**src/rtl/baud_pkg.sv**
```systemverilog
package baud_pkg;
  localparam int BAUD_INT_W     = 16;
  localparam int BAUD_FRAC_W    = 6;
  localparam int BAUD_OVERSAMPLE = 16;
endpackage

```
**src/rtl/baud_frac_acc.sv**
```systemverilog
module baud_frac_acc #(
  parameter int FRAC_W = baud_pkg::BAUD_FRAC_W
) (
  input  logic              clk,
  input  logic              rst_n,
  input  logic              clear,
  input  logic              step,
  input  logic [FRAC_W-1:0] frac,
  output logic              stretch
);
  logic [FRAC_W-1:0] acc_q;
  logic [FRAC_W:0]   sum;

  assign sum = {1'b0, acc_q} + {1'b0, frac};

  always_ff @(posedge clk) begin
    if (!rst_n || clear) begin
      acc_q   <= '0;
      stretch <= 1'b0;
    end else if (step) begin
      acc_q   <= sum[FRAC_W-1:0];
      stretch <= sum[FRAC_W];
    end
  end


  acc_restart_chk: assert property (@(posedge clk) disable iff (!rst_n)
    clear |=> (acc_q == '0 && !stretch));
endmodule

```
**src/rtl/baud_period_cnt.sv**
```systemverilog
module baud_period_cnt #(
  parameter int INT_W = baud_pkg::BAUD_INT_W
) (
  input  logic             clk,
  input  logic             rst_n,
  input  logic             clear,
  input  logic [INT_W-1:0] div_int,
  input  logic             stretch,
  output logic             due
);
  localparam int LW = INT_W + 1;

  logic [INT_W-1:0] cnt_q;
  logic [LW-1:0]    last_idx;

  assign last_idx = {1'b0, div_int} - LW'(1) + LW'(stretch);
  assign due      = (div_int != '0) && ({1'b0, cnt_q} == last_idx);

  always_ff @(posedge clk) begin
    if (!rst_n || clear || due) cnt_q <= '0;
    else                        cnt_q <= cnt_q + 1'b1;
  end


  cnt_in_range_chk: assert property (@(posedge clk) disable iff (!rst_n)
    (!clear && div_int != '0) |-> ({1'b0, cnt_q} <= last_idx));


  cnt_parked_chk: assert property (@(posedge clk) disable iff (!rst_n)
    clear |=> (cnt_q == '0));
endmodule

```
**src/rtl/baud_sub_div.sv**
```systemverilog
module baud_sub_div #(
  parameter int RATIO = baud_pkg::BAUD_OVERSAMPLE
) (
  input  logic clk,
  input  logic rst_n,
  input  logic clear,
  input  logic step,
  output logic pulse
);
  localparam int CW = (RATIO > 2) ? $clog2(RATIO) : 1;

  logic [CW-1:0] cnt_q;
  logic          at_end;

  assign at_end = (cnt_q == CW'(RATIO - 1));
  assign pulse  = step && at_end;

  always_ff @(posedge clk) begin
    if (!rst_n || clear)  cnt_q <= '0;
    else if (step)        cnt_q <= at_end ? '0 : cnt_q + 1'b1;
  end


  sub_wrap_chk: assert property (@(posedge clk) disable iff (!rst_n)
    (pulse && !clear) |=> (cnt_q == '0));
endmodule

```
**src/rtl/baud_tick_gen.sv**
```systemverilog
module baud_tick_gen #(
  parameter int INT_W      = baud_pkg::BAUD_INT_W,
  parameter int FRAC_W     = baud_pkg::BAUD_FRAC_W,
  parameter int OVERSAMPLE = baud_pkg::BAUD_OVERSAMPLE
) (
  input  logic              clk,
  input  logic              rst_n,
  input  logic              run,
  input  logic [INT_W-1:0]  div_int,
  input  logic [FRAC_W-1:0] div_frac,
  output logic              tick16,
  output logic              tick1
);
  logic [INT_W-1:0]  int_seen_q;
  logic [FRAC_W-1:0] frac_seen_q;
  logic              reload;
  logic              active;
  logic              clear;
  logic              due;
  logic              stretch;

  always_ff @(posedge clk) begin
    if (!rst_n) begin
      int_seen_q  <= '0;
      frac_seen_q <= '0;
    end else begin
      int_seen_q  <= div_int;
      frac_seen_q <= div_frac;
    end
  end

  assign reload = (div_int != int_seen_q) || (div_frac != frac_seen_q);
  assign active = run && (div_int != '0);
  assign clear  = !active || reload;
  assign tick16 = due && !clear;

  baud_period_cnt #(.INT_W(INT_W)) u_period (
    .clk(clk), .rst_n(rst_n), .clear(clear),
    .div_int(div_int), .stretch(stretch), .due(due)
  );

  baud_frac_acc #(.FRAC_W(FRAC_W)) u_frac (
    .clk(clk), .rst_n(rst_n), .clear(clear),
    .step(tick16), .frac(div_frac), .stretch(stretch)
  );

  baud_sub_div #(.RATIO(OVERSAMPLE)) u_sub (
    .clk(clk), .rst_n(rst_n), .clear(clear),
    .step(tick16), .pulse(tick1)
  );


  zero_div_silent_chk: assert property (@(posedge clk) disable iff (!rst_n)
    (div_int == '0) |-> (!tick16 && !tick1));


  parked_silent_chk: assert property (@(posedge clk) disable iff (!rst_n)
    !run |-> (!tick16 && !tick1));


  bit_needs_tick_chk: assert property (@(posedge clk) disable iff (!rst_n)
    tick1 |-> tick16);


  change_silent_chk: assert property (@(posedge clk) disable iff (!rst_n)
    reload |-> !tick16);
endmodule

```
**config.mk**
```make
export PLATFORM = sky130hd
export DESIGN_NAME = baud_tick_gen
export DESIGN_NICKNAME = d
export VERILOG_FILES = /design/src/rtl/baud_pkg.sv /design/src/rtl/baud_frac_acc.sv /design/src/rtl/baud_period_cnt.sv /design/src/rtl/baud_sub_div.sv /design/src/rtl/baud_tick_gen.sv
export SDC_FILE = /design/constraint.sdc
export NUM_CORES = 1
export LEC_CHECK = 0
export BUFFER_PORTS_ARGS = -buffer_cell sky130_fd_sc_hd__buf_4
export CAP_MARGIN = 20
export CORE_ASPECT_RATIO = 0.6
export CORE_UTILIZATION = 40
export CTS_CLUSTER_SIZE = 24
export DETAILED_ROUTE_END_ITERATION = 10
export PLACE_DENSITY = 0.57
export REMOVE_ABC_BUFFERS = 1
export SKIP_CTS_REPAIR_TIMING = 1
export SYNTH_ARGS = -nofsm -noshare
export SYNTH_HDL_FRONTEND = slang
export SYNTH_SLANG_ARGS = --single-unit
```
**constraint.sdc**
```tcl
create_clock -name clk -period 3.4 [get_ports clk]
set_input_delay 0.68 -clock clk [delete_from_list [all_inputs] [get_ports clk]]
set_output_delay 0.68 -clock clk [all_outputs]
set_load 0.1 [all_outputs]
```
==> results.yml <==
status:
  status: "finished, violations left"
  violations: "negative setup slack"
finish:
  final_cell_mix: "buf_4 (62), dfxtp_1 (49), nor2_1 (37), xnor2_1 (35), xor2_1 (23)"
  synthToLayoutAreaGrowth_pct: 26.5
  stdcell_count: 457
  n_fill_cell: 620
  fin_nets: 405
  drive_gt1_frac: 0.230
  mostFrequentLayoutCell: "buf_4"
  n_antenna_cell: 0
route:
  drtPass1Iterations: 4
  ant_nets: 0
  routed_wl_um: 6680
  viasPerCell: 4.95
  wire_per_inst_um: 14.6
  via_count: 2260
  drtIter0Drc: 150
  drc: 0
synthesis:
  synthCells: 312
  ys.flop_type: "dfxtp_1"
  yosys_register_bits: 49
  ys_warn_count: 0
  async_flop_share: 0
  synth_edf_count: 0
  seq_area_frac_synth: 0.352
  synth_area_um2: 2780
  synth_cell_types: 47
  avgSynthCellArea_um2: 8.92
clock_network:
  cts_buffer_depth: 2
  cts_max_level: 2
  cts-root-buf: "clkbuf_16"
  cts_buffers: 5
  cts_tree: "yes"
  cts.clk_slew.worst_paths_ns: 0.06
  cts_sinks: 49
  insertion_delay_ns: 0.29
die:
  io_pins: 27
  chipWidth_um: 110
  start_util: 0.415
  rows: 23
  fp.dieArea_um2: 7310
  die_y_um: 66.6
  core_um2: 6710
worst_hold_path:
  holdPathStages: 2
  worstHoldPathType: "flop to flop"
  holdPathEnd: "u_sub.cnt_q[0]$_SDFFE_PP0P_"
  holdCritStartpoint: "u_sub.cnt_q[0]$_SDFFE_PP0P_"
power:
  power.density_nw_per_um2: 355
  p_leak_nw: 1.34
  max-vdd-ir-drop_uv: 175
  power.total_w: 0.00125
critical_path:
  worst-path-buf-inv: 4
  crit_chain: "buf_8 -> inv_4 -> ha_4 -> nor4b_4 -> buf_4 -> nand4b_1 -> xnor2_2 -> nand2b_1 -> or4_4 -> nor3_2 -> clkbuf_8"
  required_ns: 2.72
  worstSetupStartpointType: "input port"
  cp_slowest_cell: "or4_4"
  reg2reg_depth: 8
  endpoint_kind: "output port"
  cp.arrival_ns: 2.94
  r2r-end: "u_sub.cnt_q[3]$_SDFFE_PP0P_"
  worstSetupPathType: "input port to output port"
  path_max_fanout: 4
  r2r_start: "int_seen_q[0]$_SDFF_PN0_"
  reg2reg_slack_ns: 0.58
  critical_path.top_delay_family: "simple AND/OR/NAND/NOR gates"
  cpPeakStageDelay_ns: 0.55
sta:
  final-hold-violation-count: 0
  worst_slew_pin_slew_ns: 0.469
  fmax_mhz: 276
  slew_headroom: 0.685
  finalSetupViolations: 2
  min_period_ns: 3.62
  setup_ws_ns: -0.218
  rsz0062_at_grt: "yes"
  fin_skew_ns: 0.00527
  slew_viol_final: 0
  finalCritPeriodShare: 1.06
  timing.hold.ws_ns: 0.486
global_routing:
  antenna_found_initial: 0
  grt_overflow: 0
  grt_pass1_wl_um: 10800
  grt_pass1_vias: 2075
  grt_max_degree: 19
  grt_usage: 0.201
placement:
  place.detailed.hpwl_um: 5290
  dpl_worst_slack_ns: -0.481
  port-buffer-count: 26
  gp_congestion: 0.897
  dpl.cell_count: 447
job:
  max_cap_violations: 0
logic make-up after synthesis:
| logic type | Yosys count | synth area share |
|---|---|---|
| buffers and inverters | 31 | 0.0535 |
| AO/OA/AOI/OAI | 30 | 0.0769 |
| adder cells (fa/ha/maj) | 11 | 0.0521 |
| XOR/XNOR | 59 | 0.186 |
| flip-flops | 49 | 0.352 |
| AND/OR/NAND/NOR | 124 | 0.251 |
| multiplexers | 8 | 0.0288 |
where the power goes:
part,switching (W),internal (W)
combinational,0.0000804,0.0000913
clock,0.000211,0.000273
sequential,0.00000572,0.000588
layer usage:
layer | vias up | global-route usage | part of all wire
li1 | 1180 | - | -
met1 | 1023 | 0.315 | 0.58
met4 | 0 | 0.0550 | 0.0094
met3 | 6 | 0.0538 | 0.052
met2 | 51 | 0.256 | 0.36
met5 | - | 0 | 0
worst max path at each step:
stage	depth (start not counted)	startpoint	end	slack, ns
2_1_floorplan	9	div_int[0]	tick1	-1.99
6_report	11	div_int[0]	tick1	-0.22
3_3_place_gp	11	div_int[0]	tick1	-0.44
5_1_grt	11	div_int[0]	tick1	-0.27
3_5_place_dp	11	div_int[0]	tick1	-0.48
4_1_cts	11	div_int[0]	tick1	-0.49
through the flow:
stage               utilization  setup TNS [ns]  cell area, µm²
global route              0.525          -0.487            3520
global placement          0.489          -0.804            3280
detailed placement        0.489          -0.886            3280
CTS                       0.510          -0.886            3420
finish                    0.525          -0.377            3520
floorplan                     -           -3.15            2700
layout make-up:
cell class,instances,area [µm²],share of cell area
clock buffer,7,133,0.0377
sequential,49,981,0.279
inverter,16,62.6,0.0178
tap,87,109,0.0309
timing repair buffer,65,514,0.146
multi-input combinational,232,1710,0.487
clock inverter,1,7.51,0.00213
worst min-delay path, stage by stage (launching register included):
cell	delay, ns
dfxtp_1	0.33
nand2_1	0.06
a21oi_1	0.05
cells in the mapped netlist (all sizes together), types with 2 or more instances:
cell,instances,area (µm²)
nor3b,2,15.0
buf,9,66.3
o21bai,2,15.0
nand2,7,26.3
clkbuf,6,22.5
nor4,3,31.3
mux2i,8,80.1
nor2b,2,12.5
nand2b,4,27.5
nand3b,2,15.0
xor2,23,201
a21o,2,15.0
o21ai,4,20.0
nor3,5,25.0
nand3,16,80.1
a31oi,3,18.8
dfxtp,49,981
nor2,38,143
nand4,9,56.3
a21oi,7,35.0
ha,10,125
and3,4,25.0
xnor2,36,315
or4,7,52.6
a211oi,4,30.0
nand4b,2,17.5
inv,16,60.1
and2,17,106
sequential cells by signal, summed over array words and instances (netlist names):
register	flops
int_seen_q	16
u_period.cnt_q	16
frac_seen_q	6
u_frac.acc_q	6
u_sub.cnt_q	4
u_frac.stretch	1
Power figures use the tool's default switching activity.
